`src/rtl/srt_pkg.sv`:
```
package srt_pkg;

    localparam int REG_W   = 16;
    localparam int IVL_W   = 12;
    localparam int EN_BIT  = 12;
    localparam logic [IVL_W-1:0] IVL_MAX = {IVL_W{1'b1}};

    typedef struct packed {
        logic             en;
        logic [IVL_W-1:0] ivl;
    } ctrl_t;

    typedef enum logic [1:0] {
        ADJ_NONE = 2'd0,
        ADJ_UP   = 2'd1,
        ADJ_DOWN = 2'd2
    } adj_e;

    function automatic logic [REG_W-1:0] pack_ctrl(input ctrl_t c);
        logic [REG_W-1:0] w;
        w = '0;
        w[EN_BIT]      = c.en;
        w[IVL_W-1:0]   = c.ivl;
        return w;
    endfunction

    function automatic ctrl_t unpack_ctrl(input logic [EN_BIT:0] w);
        ctrl_t c;
        c.en  = w[EN_BIT];
        c.ivl = w[IVL_W-1:0];
        return c;
    endfunction

    function automatic logic [IVL_W-1:0] apply_adj(input logic [IVL_W-1:0] ivl,
                                                   input adj_e dir,
                                                   input logic [IVL_W-1:0] step);
        logic [IVL_W:0] sum;
        sum = {1'b0, ivl} + {1'b0, step};
        case (dir)
            ADJ_UP:   return sum[IVL_W] ? IVL_MAX : sum[IVL_W-1:0];
            ADJ_DOWN: return (ivl > step) ? (ivl - step) : IVL_W'(1);
            default:  return ivl;
        endcase
    endfunction

endpackage

```
`src/rtl/srt_ctrl_reg.sv`:
```
module srt_ctrl_reg
    import srt_pkg::*;
#(
    parameter logic [IVL_W-1:0] DEFAULT_IVL = 12'h038
) (
    input  logic             clk,
    input  logic             cold_rst,
    input  logic             sw_wr,
    input  ctrl_t            sw_val,
    input  logic             hw_upd,
    input  logic [IVL_W-1:0] hw_ivl,
    output ctrl_t            ctrl_q
);

    always_ff @(posedge clk) begin
        if (cold_rst) begin
            ctrl_q.en  <= 1'b0;
            ctrl_q.ivl <= DEFAULT_IVL;
        end else if (sw_wr) begin
            ctrl_q <= sw_val;
        end else if (hw_upd) begin
            ctrl_q.ivl <= hw_ivl;
        end
    end

    AST_OFF_NO_HW_CHANGE: assert property (@(posedge clk) disable iff (cold_rst)
        (!ctrl_q.en && !sw_wr) |=> $stable(ctrl_q.ivl));

    AST_SW_WINS: assert property (@(posedge clk) disable iff (cold_rst)
        sw_wr |=> (ctrl_q == $past(sw_val)));

endmodule

```
`src/rtl/srt_down_counter.sv`:
```
module srt_down_counter
    import srt_pkg::*;
#(
    parameter logic [IVL_W-1:0] DEFAULT_IVL = 12'h038
) (
    input  logic             clk,
    input  logic             cold_rst,
    input  logic             warm_rst,
    input  logic [IVL_W-1:0] reload_val,
    output logic             expire
);

    logic [IVL_W-1:0] cnt_q;

    assign expire = !cold_rst && !warm_rst && (cnt_q <= IVL_W'(1));

    always_ff @(posedge clk) begin
        if (cold_rst) begin
            cnt_q <= DEFAULT_IVL;
        end else if (warm_rst || expire) begin
            cnt_q <= reload_val;
        end else begin
            cnt_q <= cnt_q - IVL_W'(1);
        end
    end

    AST_NO_BACK_TO_BACK: assert property (@(posedge clk) disable iff (cold_rst || warm_rst)
        (expire && reload_val > IVL_W'(1)) |=> !expire);

    AST_SHORT_REPEATS: assert property (@(posedge clk) disable iff (cold_rst || warm_rst)
        (expire && reload_val <= IVL_W'(1)) |=> (warm_rst || cold_rst || expire));

endmodule

```
`src/rtl/srt_req_hold.sv`:
```
module srt_req_hold (
    input  logic clk,
    input  logic rst,
    input  logic set,
    input  logic ack,
    output logic req
);

    always_ff @(posedge clk) begin
        if (rst) begin
            req <= 1'b0;
        end else if (set) begin
            req <= 1'b1;
        end else if (ack) begin
            req <= 1'b0;
        end
    end

    AST_REQ_SET: assert property (@(posedge clk) disable iff (rst)
        set |=> req);

    AST_REQ_HOLD: assert property (@(posedge clk) disable iff (rst)
        (req && !ack) |=> req);

    AST_REQ_CLEAR: assert property (@(posedge clk) disable iff (rst)
        (ack && !set) |=> !req);

endmodule

```
`src/rtl/srt_cal_track.sv`:
```
module srt_cal_track
    import srt_pkg::*;
#(
    parameter int CAL_W      = 16,
    parameter int CAL_TARGET = 1000
) (
    input  logic             clk,
    input  logic             rst,
    input  logic             en,
    input  logic             cal_valid,
    input  logic [CAL_W-1:0] cal_count,
    input  logic             consume,
    output adj_e             pend
);

    localparam logic [CAL_W-1:0] TARGET = CAL_W'(CAL_TARGET);

    adj_e sample_dir;

    always_comb begin
        if (cal_count > TARGET) begin
            sample_dir = ADJ_UP;
        end else if (cal_count < TARGET) begin
            sample_dir = ADJ_DOWN;
        end else begin
            sample_dir = ADJ_NONE;
        end
    end

    always_ff @(posedge clk) begin
        if (rst || !en) begin
            pend <= ADJ_NONE;
        end else if (cal_valid) begin
            pend <= sample_dir;
        end else if (consume) begin
            pend <= ADJ_NONE;
        end
    end

    AST_PEND_CLEAR_OFF: assert property (@(posedge clk) disable iff (rst)
        !en |=> (pend == ADJ_NONE));

    AST_PEND_CONSUMED: assert property (@(posedge clk) disable iff (rst)
        (consume && !cal_valid) |=> (pend == ADJ_NONE));

endmodule

```
`src/rtl/susp_refresh_timer.sv`:
```
module susp_refresh_timer
    import srt_pkg::*;
#(
    parameter int               CAL_W       = 16,
    parameter int               CAL_TARGET  = 1000,
    parameter int               ADJ_STEP    = 1,
    parameter logic [IVL_W-1:0] DEFAULT_IVL = 12'h038
) (
    input  logic             clk,
    input  logic             cold_rst,
    input  logic             warm_rst,
    input  logic             reg_wr_en,
    input  logic [REG_W-1:0] reg_wr_data,
    output logic [REG_W-1:0] reg_rd_data,
    output logic             refresh_req,
    input  logic             refresh_ack,
    input  logic             cal_valid,
    input  logic [CAL_W-1:0] cal_count
);

    localparam logic [IVL_W-1:0] STEP = IVL_W'(ADJ_STEP);

    ctrl_t            ctrl;
    ctrl_t            sw_val;
    adj_e             pend;
    logic             expire;
    logic             hw_upd;
    logic [IVL_W-1:0] hw_ivl;

    assign sw_val = unpack_ctrl(reg_wr_data[EN_BIT:0]);
    assign hw_upd = expire && ctrl.en && (pend != ADJ_NONE);
    assign hw_ivl = apply_adj(ctrl.ivl, pend, STEP);

    srt_ctrl_reg #(
        .DEFAULT_IVL (DEFAULT_IVL)
    ) u_reg (
        .clk      (clk),
        .cold_rst (cold_rst),
        .sw_wr    (reg_wr_en),
        .sw_val   (sw_val),
        .hw_upd   (hw_upd),
        .hw_ivl   (hw_ivl),
        .ctrl_q   (ctrl)
    );

    srt_down_counter #(
        .DEFAULT_IVL (DEFAULT_IVL)
    ) u_cnt (
        .clk        (clk),
        .cold_rst   (cold_rst),
        .warm_rst   (warm_rst),
        .reload_val (ctrl.ivl),
        .expire     (expire)
    );

    srt_req_hold u_req (
        .clk (clk),
        .rst (cold_rst || warm_rst),
        .set (expire),
        .ack (refresh_ack),
        .req (refresh_req)
    );

    srt_cal_track #(
        .CAL_W      (CAL_W),
        .CAL_TARGET (CAL_TARGET)
    ) u_cal (
        .clk       (clk),
        .rst       (cold_rst || warm_rst),
        .en        (ctrl.en),
        .cal_valid (cal_valid),
        .cal_count (cal_count),
        .consume   (expire || reg_wr_en),
        .pend      (pend)
    );

    assign reg_rd_data = pack_ctrl(ctrl);

    AST_IVL_AT_BOUNDARY: assert property (@(posedge clk) disable iff (cold_rst)
        (!expire && !reg_wr_en) |=> $stable(reg_rd_data));

    AST_WARM_KEEPS: assert property (@(posedge clk) disable iff (cold_rst)
        (warm_rst && !reg_wr_en) |=> $stable(reg_rd_data));

    AST_RSVD_ZERO: assert property (@(posedge clk) disable iff (cold_rst)
        reg_wr_en |=> (reg_rd_data[REG_W-1:EN_BIT+1] == '0));

    AST_WARM_DROPS_REQ: assert property (@(posedge clk) disable iff (cold_rst)
        warm_rst |=> !refresh_req);

endmodule

```
`config.mk`:
```
export PLATFORM = sky130hd
export DESIGN_NAME = susp_refresh_timer
export DESIGN_NICKNAME = d
export VERILOG_FILES = /design/src/rtl/srt_pkg.sv /design/src/rtl/srt_ctrl_reg.sv /design/src/rtl/srt_down_counter.sv /design/src/rtl/srt_req_hold.sv /design/src/rtl/srt_cal_track.sv /design/src/rtl/susp_refresh_timer.sv
export SDC_FILE = /design/constraint.sdc
export NUM_CORES = 1
export LEC_CHECK = 0
export CORE_ASPECT_RATIO = 0.6
export CORE_MARGIN = 4
export CORE_UTILIZATION = 46
export CTS_BUF_LIST = sky130_fd_sc_hd__clkbuf_8
export DETAILED_ROUTE_END_ITERATION = 16
export HOLD_SLACK_MARGIN = 0.05
export PLACE_DENSITY = 0.81
export SLEW_MARGIN = 40
export SYNTH_ARGS = -nofsm -noshare
export SYNTH_HDL_FRONTEND = slang
export SYNTH_SLANG_ARGS = --single-unit
```
`constraint.sdc`:
```
create_clock -name clk -period 5.45 [get_ports clk]
set_clock_uncertainty 0.2 [all_clocks]
set_input_delay 0.8175 -clock clk [delete_from_list [all_inputs] [get_ports clk]]
set_output_delay 0.8175 -clock clk [all_outputs]
set_load 0.02 [all_outputs]
```
; After elaboration in Yosys (flattened, before gate mapping)
; Cells that the tools add are included.
[totals]
ff_bits = 28
latchBits = 0
ramBits = 0
mem_bits_ro = 0
in_bits = 38
output_inout_bits = 17
n_memories = 0
[classes]
addsub = 3
multipliers = 0
n_div = 0
n_lt_le_gt_ge = 4
eq_ne = 2
shift = 0
n_mux = 12
n_bitwise = 0
reduce_logical = 17
[ops]
columns = operator, count
row1 = $mux 12, 5
row2 = $pmux 12 s2, 1
row3 = $sub 12x1->12 const B, 2
row4 = $gt 16x10->1 const B, 1
row5 = $lt 16x10->1 const B, 1
row6 = $add 12x1->13 const B, 1
row7 = $gt 12x1->1 const B, 1
row8 = $le 12x1->1 const B, 1
row9 = $mux 2, 4
row10 = $reduce_bool 2->1, 4
row11 = $logic_and 1x1->1, 4
row12 = $logic_or 1x1->1, 4
row13 = $logic_not 1->1, 3
row14 = $reduce_bool 3->1, 1
row15 = $eq 2x1->1 const B, 1
row16 = $eq 2x2->1 const B, 1
row17 = $mux 1, 2
row18 = $reduce_and 2->1, 1

; Longest topological paths before layout
[logic_depth]
depth_word = 7
ltp_mapped = 8
ltp_nobuf = 7

; Modules after synthesis
; A second synthesis with hierarchy kept.
[unflattened]
cells_unflattened = 310
area_unflattened_um2 = 2423.6
[modules_own_cells]
columns = module, n_inst, cells_per_inst, area_per_inst_um2, seq_area_each_um2
row1 = susp_refresh_timer, 1, 152, 938.4, 0.0
row2 = srt_down_counter, 1, 79, 723.2, 240.2
row3 = srt_ctrl_reg, 1, 56, 583.1, 260.2
row4 = srt_cal_track, 1, 19, 140.1, 40.0
row5 = srt_req_hold, 1, 4, 38.8, 20.0

; Least setup slack after synthesis
; No wires, ideal clock.
[synth_timing]
path_type = input -> register
start = input cold_rst
end = register u_reg.ctrl_q[1] (netlist name)
arrival_ps = 2414
slack_ps = 2711
cell_stages = 7
n_path_buf = 2
cell_sequence = clkbuf_1 > nor4_1 > o211ai_1 > or3_4 > buf_6 > a2111oi_4 > o21ai_1
[synth_via]
elab_chain_cells = 7
[synth_rtl]
columns = item, line
row1 = from (decl), susp_refresh_timer.sv:10  ; input logic cold_rst,
row2 = $logic_not 1->1, srt_down_counter.sv:15  ; assign expire = !cold_rst && !warm_rst && (cnt_q <= IVL_W'(1));
row3 = $logic_and 1x1->1 (2 in series), srt_down_counter.sv:15
row4 = $logic_and 1x1->1 (2 in series), susp_refresh_timer.sv:31  ; assign hw_upd = expire && ctrl.en && (pend != ADJ_NONE);
row5 = $reduce_bool 2->1 (no line), --
row6 = $reduce_and 2->1 (no line), --
row7 = to (signal assigned), srt_ctrl_reg.sv:20  ; ctrl_q <= sw_val;
row8 = to (decl), srt_ctrl_reg.sv:12  ; output ctrl_t ctrl_q
; Several ways; a longest one is shown, not always the timed one.
; A chain may end at the register's enable or synchronous reset.

; Worst setup path after layout
[layout_timing]
start = input cold_rst
end = register u_reg.ctrl_q[0] (netlist name)
; Same word-level chain as after synthesis.

==> run_results.csv <==
group,metric,value,unit
global_route,grt_max_degree,29,
global_route,gr-total-overflow,0,
worst_setup_path,required,5.42,ns
synthesis,syn-instance-count,277,
placed_design,placed_area,2560,sq um
timing,slew_viol_final,0,
clock_network,cts_tree,"done",
timing,setup_viol,0,
run,cap_viol_max_count,0,
floorplan,die_height,60.6,um
synthesis,yosys_most_used_dff,"dfxtp_1",
worst_setup_path,crit_path_top_delay_cell,"or3_4",
pwr,seq_power_share,49.3,%
synthesis,netlist_area,2120,sq um
synthesis,synth_top_area_share,26.4,%
floorplan,die_w,95.7,um
finish,register_area,561,sq um
pwr,switching_share,30.1,%
pwr,vdd_ir_drop_max,0.112,mV
detailed_routing,detail_route.first_pass.iterations,5,
timing,fmax,0.317,GHz
detailed_routing,viasPerCell,6.15,
placed_design,gp_congestion,0.931,
detailed_routing,drc_errors,0,
clock_network,cts.path.max_buffers,2,
synthesis,avgSynthCellArea,7.67,sq um
placed_design,portBuffers,48,
detailed_routing,ant_nets,0,
detailed_routing,routed_wl,6090,um
pwr,p_leak,0.865,nW
worst_setup_path,crit_chain,"clkdlybuf4s50_1 -> buf_4 -> nor4_1 -> o211ai_1 -> or3_4 -> o311ai_1 -> a21oi_1",
clock_network,holdBufCountCts,0,
finish,area_growth,23.2,%
worst_setup_path,critical_path_class,"primary input to flop",
worst_setup_path,cp-end-kind,"flop",
worst_hold_path,hold_class,"flop to flop",
placed_design,placed_cells,361,
detailed_routing,vias,2243,
floorplan,fp.dieArea,5800,sq um
worst_setup_path,arrival,3.12,ns
synthesis,synth.area.top_cells,"dfxtp_1 26%, nor2_1 5.8%, a211oi_1 4.9%",
detailed_routing,dr.first_iter.drc_count,297,
finish,multi_input_area,1400,sq um
finish,instances_no_fill,365,
finish,fin_util,61.1,%
clock_network,clk_latency,0.28,ns
timing,worst_slew_pin_slew,0.816,ns
clock_network,cts.clk_slew.worst_paths,0.10,ns
timing,tns,0,ns
synthesis,synth_edf_count,0,
clock_network,cts_buffers,3,
synthesis,yosys.area.top_type,"dfxtp_1",
clock_network,post-cts-setup-buffer-count,0,
worst_setup_path,critPathMaxStageDelay,0.58,ns
timing,slew_headroom,45.0,%
worst_setup_path,startpoint_type,"primary input",
floorplan,start_util,49.6,%
pwr,p_per_area,187,nW/um^2
clock_network,cts_max_level,1,
pwr,pwr-share-clk,27.6,%
finish,fin_area,2620,sq um
timing,hold_viol_final,0,
worst_setup_path,crit_path_max_fanout,28,
global_route,grt_use_total,21.2,%
floorplan,boundaryPins,55,
synthesis,synth_cell_types,57,
global_route,antenna_found_initial,0,
floorplan,num_rows,18,
pwr,pwr-share-comb,23.1,%
synthesis,synthArstFlopShare,0,%
timing,period_share,57.8,%
finish,layout_common_cells,"47 x clkdlybuf4s50_1, 33 x nor2_1, 28 x dfxtp_1, 16 x nor3_1, 14 x a211oi_1",
finish,fin_nets,349,
finish,layout-drive-gt1-share,5.57,%
floorplan,coreArea,4280,sq um
placed_design,dpl.hpwl,4370,um
synthesis,synth_warnings,0,
pwr,p_int,0.000341,W
detailed_routing,wl_per_cell,16.7,um
global_route,grt_pass1_vias,1966,
worst_setup_path,path_buf_inv,2,
synthesis,synth_seq_cells,28,
finish,fill_cells,410,
outcome,outcome,"finished clean",
clock_network,cts.sinks,28,
timing,rsz0062_at_grt,"false",
clock_network,cts-root-buf,"clkbuf_8",
pwr,p_switching,0.000147,W
timing,fin_crit,3.15,ns
finish,mostFrequentLayoutCell,"clkdlybuf4s50_1",
finish,diodes,0,
worst_setup_path,cp_top_family,"simple AND/OR/NAND/NOR gates",
global_route,grt_pass1_wl,9650,um
synthesis,synth_seq_area_share,26.4,%
clock_network,ctsResizeCount,0,
## registers in the layout, indices dropped and copies added (netlist names)
name          flops
u_req.req         1
u_cal.pend        2
u_cnt.cnt_q      12
u_reg.ctrl_q     13
## kinds of logic (layout without fill, tap and decap cells)
group | count (synthesis) | in the layout | share of synthesized area, %
multiplexers | 5 | 5 | 2.42
AO/OA/AOI/OAI | 77 | 77 | 26.9
XOR/XNOR | 9 | 9 | 3.71
buffers and inverters | 37 | 63 | 7.96
other | 1 | 3 | 0.177
AND/OR/NAND/NOR | 115 | 115 | 29.5
adder cells (fa/ha/maj) | 5 | 5 | 2.95
flip-flops | 28 | 28 | 26.4
## area by class of cell
class                      count  share of cell area (%)
clock buffer                   4                    2.11
sequential                    28                    21.4
timing repair buffer          49                    18.5
tap                           60                    2.87
inverter                      10                    1.44
multi-input combinational    214                    53.7
## power groups by stage
stage,clock network [W],registers (W),logic [W]
4_1_cts,0.000138,0.000240,0.000113
5_1_grt,0.000145,0.000244,0.000123
3_3_place_gp,0,0.000244,0.000110
3_5_place_dp,0,0.000245,0.000112
2_1_floorplan,0,0.000239,0.0000689
6_report,0.000135,0.000241,0.000113
## final timing paths
check | start | end | slack [ns] | cells after the start
worst max register to register | u_cal.pend[1] | u_reg.ctrl_q[0] | 2.66 | 5
worst max-delay path | cold_rst | u_reg.ctrl_q[0] | 2.30 | 7
worst min-delay path | u_cnt.cnt_q[0] | u_cnt.cnt_q[0] | 0.31 | 1
worst min register to register | u_cnt.cnt_q[0] | u_cnt.cnt_q[0] | 0.31 | 1
## routing by layer
| metal | track usage [%] | routed length [um] | vias to the layer above |
|---|---|---|---|
| met2 | 30.5 | 2380 | 126 |
| met4 | 4.25 | 66 | 0 |
| li1 | - | - | 1098 |
| met3 | 6.44 | 810 | 13 |
| met5 | 0 | 0 | - |
| met1 | 31.4 | 2830 | 1006 |
## worst reg2reg max path: stages, from the launching register on
cell	delay (ns)
dfxtp_1	0.38
nor2b_2	0.62
o21ai_0	0.48
or3_4	0.56
o311ai_1	0.34
a21oi_1	0.10
## synthesized netlist by cell type, drive strengths merged (4+ instances only)
| master | n |
|---|---|
| clkbuf | 20 |
| or4 | 4 |
| a311o | 4 |
| nand2 | 11 |
| o21ai | 14 |
| nor4 | 7 |
| nor3 | 17 |
| nor2 | 33 |
| a21oi | 9 |
| ha | 5 |
| nor2b | 4 |
| xnor2 | 8 |
| nor3b | 4 |
| inv | 10 |
| nand2b | 4 |
| a2111oi | 4 |
| o31ai | 6 |
| nand3 | 10 |
| a211oi | 14 |
| or3 | 4 |
| mux2i | 4 |
| nand4 | 5 |
| buf | 7 |
| dfxtp | 28 |
## through the flow
stage	setup slack [ns]	total power, W	hold WS, ns
floorplan	2.71	0.000308	0.258
global placement	2.07	0.000354	0.290
detailed placement	2.02	0.000357	0.291
CTS	2.33	0.000491	0.310
global route	2.16	0.000513	0.359
finish	2.30	0.000488	0.306
Power figures use the tool's default switching activity.
